--- src/rtl/manchester_pe_pkg.sv ---
package manchester_pe_pkg;

  typedef struct packed {
    logic p;
    logic n;
  } line_pair_t;

  localparam line_pair_t LINE_IDLE_POS  = '{p: 1'b1, n: 1'b0};
  localparam line_pair_t LINE_IDLE_ZERO = '{p: 1'b0, n: 1'b0};

  function automatic line_pair_t idle_level(input logic zero_diff);
    return zero_diff ? LINE_IDLE_ZERO : LINE_IDLE_POS;
  endfunction

  function automatic line_pair_t data_level(input logic bit_val, input logic second_half);
    line_pair_t lv;
    lv.p = second_half ? bit_val : ~bit_val;
    lv.n = ~lv.p;
    return lv;
  endfunction

endpackage

--- src/rtl/manchester_pe_phase.sv ---
module manchester_pe_phase #(
  parameter int HALF_CYC = 1
) (
  input  logic clk,
  input  logic rst_n,
  output logic half_sel,
  output logic bit_end
);
  localparam int CW = (HALF_CYC > 1) ? $clog2(HALF_CYC) : 1;
  localparam logic [CW-1:0] LAST = CW'(HALF_CYC - 1);

  logic [CW-1:0] cnt;
  logic          half_end;

  assign half_end = (cnt == LAST);
  assign bit_end  = half_end & half_sel;

  always_ff @(posedge clk or negedge rst_n) begin
    if (!rst_n) begin
      cnt      <= '0;
      half_sel <= 1'b0;
    end else if (half_end) begin
      cnt      <= '0;
      half_sel <= ~half_sel;
    end else begin
      cnt      <= cnt + 1'b1;
    end
  end
endmodule

--- src/rtl/manchester_pe_sampler.sv ---
module manchester_pe_sampler (
  input  logic clk,
  input  logic rst_n,
  input  logic bit_end,
  input  logic tx_valid,
  input  logic tx_data,
  output logic tx_ready,
  output logic active,
  output logic cur_bit
);
  assign tx_ready = bit_end;

  always_ff @(posedge clk or negedge rst_n) begin
    if (!rst_n) begin
      active  <= 1'b0;
      cur_bit <= 1'b0;
    end else if (bit_end) begin
      active <= tx_valid;
      if (tx_valid) cur_bit <= tx_data;
    end
  end
endmodule

--- src/rtl/manchester_pe_coder.sv ---
module manchester_pe_coder
  import manchester_pe_pkg::*;
(
  input  logic       active,
  input  logic       cur_bit,
  input  logic       half_sel,
  input  logic       idle_mode,
  output line_pair_t lvl
);
  always_comb begin
    if (active) lvl = data_level(cur_bit, half_sel);
    else        lvl = idle_level(idle_mode);
  end
endmodule

--- src/rtl/manchester_pe_delay.sv ---
module manchester_pe_delay
  import manchester_pe_pkg::*;
#(
  parameter int TAPS = 1
) (
  input  logic       clk,
  input  logic       rst_n,
  input  line_pair_t din,
  output line_pair_t dout
);
  line_pair_t stage [TAPS];

  for (genvar i = 0; i < TAPS; i++) begin : g_tap
    if (i == 0) begin : g_first
      always_ff @(posedge clk or negedge rst_n) begin
        if (!rst_n) stage[i] <= LINE_IDLE_POS;
        else        stage[i] <= din;
      end
    end else begin : g_next
      always_ff @(posedge clk or negedge rst_n) begin
        if (!rst_n) stage[i] <= LINE_IDLE_POS;
        else        stage[i] <= stage[i-1];
      end
    end
  end

  assign dout = stage[TAPS-1];
endmodule

--- src/rtl/manchester_pe_tx.sv ---
module manchester_pe_tx
  import manchester_pe_pkg::*;
#(
  parameter int HALF_CYC = 1,
  parameter int DLY_TAPS = 1
) (
  input  logic clk,
  input  logic rst_n,
  input  logic idle_mode,
  input  logic tx_valid,
  input  logic tx_data,
  output logic tx_ready,
  output logic tx_clk,
  output logic drv_p,
  output logic drv_n,
  output logic drv_pd,
  output logic drv_nd
);
  logic       half_sel;
  logic       bit_end;
  logic       active;
  logic       cur_bit;
  line_pair_t lvl;
  line_pair_t lvl_dly;

  manchester_pe_phase #(.HALF_CYC(HALF_CYC)) u_phase (
    .clk(clk), .rst_n(rst_n), .half_sel(half_sel), .bit_end(bit_end)
  );

  manchester_pe_sampler u_sampler (
    .clk(clk), .rst_n(rst_n), .bit_end(bit_end),
    .tx_valid(tx_valid), .tx_data(tx_data),
    .tx_ready(tx_ready), .active(active), .cur_bit(cur_bit)
  );

  manchester_pe_coder u_coder (
    .active(active), .cur_bit(cur_bit), .half_sel(half_sel),
    .idle_mode(idle_mode), .lvl(lvl)
  );

  manchester_pe_delay #(.TAPS(DLY_TAPS)) u_delay (
    .clk(clk), .rst_n(rst_n), .din(lvl), .dout(lvl_dly)
  );

  assign tx_clk = half_sel;
  assign drv_p  = lvl.p;
  assign drv_n  = lvl.n;
  assign drv_pd = lvl_dly.p;
  assign drv_nd = lvl_dly.n;
endmodule

--- config.mk ---
export PLATFORM = sky130hd
export DESIGN_NAME = manchester_pe_tx
export DESIGN_NICKNAME = d
export VERILOG_FILES = /design/src/rtl/manchester_pe_pkg.sv /design/src/rtl/manchester_pe_phase.sv /design/src/rtl/manchester_pe_sampler.sv /design/src/rtl/manchester_pe_coder.sv /design/src/rtl/manchester_pe_delay.sv /design/src/rtl/manchester_pe_tx.sv
export SDC_FILE = /design/constraint.sdc
export NUM_CORES = 1
export LEC_CHECK = 0
export ABC_AREA = 1
export CAP_MARGIN = 20
export CORE_AREA = 2 2 39 41
export DETAILED_ROUTE_END_ITERATION = 8
export DIE_AREA = 0 0 41 43
export GPL_TIMING_DRIVEN = 0
export MAX_ROUTING_LAYER = met4
export PLACE_DENSITY = 0.49
export REMOVE_ABC_BUFFERS = 1
export SYNTH_ARGS = -nofsm -noshare
export SYNTH_HDL_FRONTEND = slang
export SYNTH_HIERARCHICAL = 1
export SYNTH_SLANG_ARGS = --single-unit
--- constraint.sdc ---
create_clock -name clk -period 1.2 [get_ports clk]
set_input_delay 0.24 -clock clk [delete_from_list [all_inputs] [get_ports clk]]
set_output_delay 0.24 -clock clk [all_outputs]
set_load 0.01 [all_outputs]
==> metrics.txt, run 1 <==
Core Region=1384 um2; final clock skew=0.001184 ns; Synth-to-Final Area Change=88.20%; # diodes=0; TritonCTS Buffers=3; DR pass1 iterations=4; CP Class=flop to output port; Peak VDD IR=around 430 uV; violated checks=negative setup slack; Final ANT Viol Nets=0; Via density=roughly 3.5; antenna violations before repair=0; Slew Limit Fails=0; Max Fclk=between 0.7 and 0.8 GHz; Tcrit/Tclk final=113.4%; gate count of the mapped netlist=21; most frequent CP cell=nor2_4; leakage power=between 0.15 and 0.2 nW; sequential fraction of the synthesis area=62.73%; crit-path cells=nor2_4 -> nor2_4 -> nor2_2 -> buf_2; Clock transition at path regs=0.04 ns; H-tree depth=1; status=finished, violations left; hold buffer count at cts=0; Register Area=127.6 um2; CP arrival=1.12 ns; EDFF count, synth=0; die area=1763 um2; R2R cell count=4; slack of the critical path=-0.1608 ns; fraction of layout cells with a size suffix above 1=52.63%; I/O pin total=11; relative slew slack=83.94%; fin crit period=1.361 ns; most common library cells after synthesis=nand2_1, dfrtp_1, inv_1; Sink Count=5; FF-to-FF Start=u_phase/half_sel; CP Launch Type=flop; Final TNS setup=-0.2661 ns; chip width=just over 40 um; Ys Warns=6; CTS tree=done; Die H=roughly 43 um; Cell variety after synth=9; Worst EP required=about 0.96 ns; # nets final=44; total grt overflow=0; slowest library cell on the worst path=dfrtp_2; final hold violation count=0; 1st-iter DRT viols=4; Syn Std Cell Area=201.4 um2; Wirelength per Cell=~8.5 um; setup violators final=2; gr usage total=under 10%; ys async rst share=100.0%; CTS Root Cell=clkbuf_4; gpl congestion=between 0.6 and 0.7; Starting Density=14.56%; largest incremental delay on the critical path=~0.43 ns; number of max-cap violations=0; r2r setup slk=approximately 0.24 ns; cell with the most instances after synthesis=nand2_1; syn_area_per_cell=approximately 9.6 um2; std cell rows=14; total power=approximately 0.00045 W; DRC Markers=0; final wirelength=459 um; FF+latch count, synth=5; Synth area leaders=dfrtp_1, dfstp_2, nand2_1; RSZ-0062 raised after global routing=true; fillers=about 150; largest net degree at the start of global routing=7; IO Port Bufs=10; worst skew pair latency=roughly 0.24 ns; worst r2r dst=u_sampler/active; Hold WS=0.2244 ns; area of the multi-input gates=approximately 66 um2; Vias=around 190; Power Density=1185 nW/um2; Synth top area share=between 40% and 50%; Hold WC Path Type=primary input to async pin; vias in the first global route=approximately 170; clock buffer depth=2; Post-synth top flop=dfrtp_1; first-pass GRT wire length=~680 um; CP max FO=3; slew at the pin closest to its max-slew limit=approximately 0.24 ns; Setup crit end kind=output port; Yosys top cell by area=dfrtp_1
[routing by layer]
metal / part of all wire, % / vias up / routed length, um / track usage (%)
met2: 48 / 11 / 221 / 8.125
met1: 36 / 86 / 167 / 6.536
met3: 15 / 0 / 71 / 7.853
met5: 0 / - / 0 / -
li1: - / 94 / - / -
met4: 0 / 0 / 0 / 2.000
[placed cells by master (no fill, tap or decap), types with 2 or more instances in the layout]
cell,count
nor2_4,2
inv_1,3
clkdlybuf4s50_1,4
buf_4,4
buf_2,3
buf_6,3
nand2_2,2
clkbuf_4,3
nand2_1,3
dfrtp_1,3
[state kept, by name, indices dropped and copies added (netlist names)]
register / cells
u_delay/dout: 2
u_phase/half_sel: 1
u_sampler/active: 1
u_sampler/cur_bit: 1
[cells by family (layout without fill, tap and decap cells)]
group                  after synthesis  after routing  synth area share (%)
and+or+nand+nor                     10             10                 21.74
DFF                                  5              5                 62.74
AOI/OAI and AO/OA                    1              1                 2.482
buffers and inverters                5             22                 13.04
[critical path: cells and delay by family, from the launching register on]
family	cells	cell delay, ns
buf+inv	1	0.14
simple gates	3	0.31
flops	1	0.43
[through the flow]
stage                     util [%]  setup WS, ns  cells  area [um2]
after floorplan                  -       0.08139     19       186.4
after global routing         27.40       -0.2170     54       379.1
after global placement       22.15       -0.4315     45       306.5
final                        27.40       -0.1608     54       379.1
after detailed placement     22.15       -0.4427     45       306.5
after CTS                    22.78       -0.1673     50       315.3
[worst max path at each step]
stage | from | endpoint | cells past startpoint
global route | u_phase/half_sel | drv_p | 4
CTS | u_sampler/cur_bit | drv_p | 5
floorplan | u_phase/half_sel | drv_p | 3
detailed placement | idle_mode | drv_p | 5
global placement | idle_mode | drv_p | 5
finish | u_phase/half_sel | drv_p | 4
[power by group]
group          internal (W)  switching, W   total, W
clock              0.000126     0.0000704   0.000196
combinational     0.0000367     0.0000279  0.0000646
sequential         0.000181    0.00000713   0.000188
total              0.000344      0.000105   0.000449
[timing repair]
action / CTS / global route
resized for setup: 22 / 8
buffers inserted: 1 / 4
pin swaps: 1 / 3
setup endpoints to repair: 6 / 4
[layout make-up]
cell class | count | share of cell area [%]
Clock buffer | 4 | 6.931
Inverter | 3 | 2.970
Multi-Input combinational cell | 11 | 17.49
Sequential cell | 5 | 33.66
Tap cell | 16 | 5.281
Timing Repair Buffer | 15 | 33.66
Power figures use the tool's default switching activity.
==> inputs of run 2 (changes only) <==
--- a/config.mk
+++ b/config.mk
@@ -14,6 +14,7 @@
 export MAX_ROUTING_LAYER = met4
 export PLACE_DENSITY = 0.49
 export REMOVE_ABC_BUFFERS = 1
+export SETUP_SLACK_MARGIN = 0.1
 export SYNTH_ARGS = -nofsm -noshare
 export SYNTH_HDL_FRONTEND = slang
 export SYNTH_HIERARCHICAL = 1
==> run 2 against run 1 <==
The flow still finishes with violations (negative setup slack); critical path depth did not move; cell area is 2.0% higher; via count stayed put; fmax unchanged; hold slack hardly changed; cell count did not move; non-clock buffer count stayed put; power grew 1.1%; die area unchanged; combinational power increased by 5.9%; core utilization up 0.54 points; setup slack is the same; critical path type unchanged; largest cell class is now buffers; largest power group unchanged.
==> metrics.txt, run 2 (synthesis gave the netlist of run 1 again) <==
Die H=~43 um; fillers=~150; Max Fclk=~0.73 GHz; IO Port Bufs=10; RSZ-0062 raised after global routing=true; CTS tree=done; Vias=~190; Wirelength per Cell=between 8 and 9 um; CP arrival=1.12 ns; Tcrit/Tclk final=113.4%; first-pass GRT wire length=between 600 and 700 um; # diodes=0; crit-path cells=nor2_4 -> nor2_4 -> nor2_2 -> buf_2; TritonCTS Buffers=3; DR pass1 iterations=4; Core Region=approximately 1400 um2; most frequent CP cell=nor2_4; status=finished, violations left; Peak VDD IR=430.0 uV; DRC Markers=0; die area=1763 um2; Hold WC Path Type=primary input to async pin; Starting Density=between 10% and 20%; total power=0.0004540 W; setup violators final=2; violated checks=negative setup slack; Slew Limit Fails=0; gr usage total=6.618%; gpl congestion=approximately 0.65; clock buffer depth=2; # nets final=44; slowest library cell on the worst path=dfrtp_2; Final ANT Viol Nets=0; largest incremental delay on the critical path=0.43 ns; antenna violations before repair=0; Clock transition at path regs=roughly 0.040 ns; Via density=about 3.5; std cell rows=14; chip width=41 um; worst skew pair latency=about 0.24 ns; Power Density=around 1200 nW/um2; Synth-to-Final Area Change=91.93%; slew at the pin closest to its max-slew limit=between 0.2 and 0.25 ns; vias in the first global route=171; largest net degree at the start of global routing=7; I/O pin total=11; CP Class=flop to output port; total grt overflow=0; Worst Path Buf+Inv=1; final hold violation count=0; number of max-cap violations=0; CTS Root Cell=clkbuf_4; CP Launch Type=flop; Final TNS setup=-0.2662 ns; largest delay contributor family on the critical path=flip-flops; final clock skew=around 0.0012 ns; relative slew slack=between 80% and 90%; H-tree depth=1; commonest cells after routing, fill and taps aside=clkdlybuf4s50_1, buf_6, buf_4; Setup crit end kind=output port; slack of the critical path=-0.1608 ns; Hold WS=0.2243 ns; fin crit period=1.361 ns; fraction of layout cells with a size suffix above 1=between 50% and 60%; 1st-iter DRT viols=4; final wirelength=458 um; CP max FO=3; leakage power=roughly 0.19 nW; Sink Count=5; number of flip-flops in the largest register=2; Worst EP required=0.96 ns
## run 2: worst paths after layout
| kind | startpoint | depth (start not counted) | slack (ns) | endpoint |
|---|---|---|---|---|
| worst max-delay path | u_phase/half_sel | 4 | -0.16 | drv_p |
| worst min-delay path | rst_n | 1 | 0.22 | u_delay/dout[0] |
| worst max register to register | u_phase/half_sel | 4 | 0.24 | u_sampler/active |
| worst min register to register | u_sampler/active | 2 | 0.57 | u_sampler/active |
| max in group asynchronous | rst_n | 1 | 0.72 | u_delay/dout[1] |
| min in group clk | tx_data | 3 | 0.56 | u_sampler/cur_bit |
## run 2: worst reg2reg max path, cell delays in order, from the launching register on
cell	delay (ns)
dfrtp_2	0.43
buf_6	0.14
buf_4	0.13
nand2_1	0.06
o21ai_0	0.08
## run 2: area by class of cell
class                           count  area, um2  area share (%)
Multi-Input combinational cell     11      66.31           17.15
Sequential cell                     5      127.6           33.01
Tap cell                           16      20.02           5.178
Timing Repair Buffer               15      135.1           34.95
Clock buffer                        4      26.28           6.796
Inverter                            3      11.26           2.913
## run 2: where the power goes
part | switching [W] | internal (W)
logic | 0.0000278 | 0.0000406
clock network | 0.0000704 | 0.000126
registers | 0.00000796 | 0.000181
## run 2: what timing repair did
item | 4_1_cts | 5_1_grt
pin swaps | 1 | 3
gates resized for setup | 24 | 8
hold buffers | 0 | 0
buffers inserted | 1 | 4
endpoints found under the setup margin | 6 | 5
## run 2: per-layer routing
layer / vias up / GRT usage, % / wire [um]
li1: 94 / - / -
met1: 86 / 6.536 / 168
met2: 11 / 8.125 / 221
met3: 0 / 7.853 / 68
met4: 0 / 2.000 / 0
met5: - / - / 0
## run 2: through the flow
stage               util, %  cell area, um2  setup WS (ns)  std cells
floorplan                 -           186.4        0.08139         19
global placement      22.15           306.5        -0.4315         45
detailed placement    22.15           306.5        -0.4427         45
CTS                   23.33           322.8        -0.1673         50
global route          27.94           386.6        -0.2170         54
finish                27.94           386.6        -0.1608         54
==> inputs of run 3 (changes only) <==
--- a/config.mk
+++ b/config.mk
@@ -14,7 +14,6 @@
 export MAX_ROUTING_LAYER = met4
 export PLACE_DENSITY = 0.49
 export REMOVE_ABC_BUFFERS = 1
-export SETUP_SLACK_MARGIN = 0.1
 export SYNTH_ARGS = -nofsm -noshare
 export SYNTH_HDL_FRONTEND = slang
 export SYNTH_HIERARCHICAL = 1
==> results of run 3 <==
Final layout, timing and power as in run 1 (identical DEF).
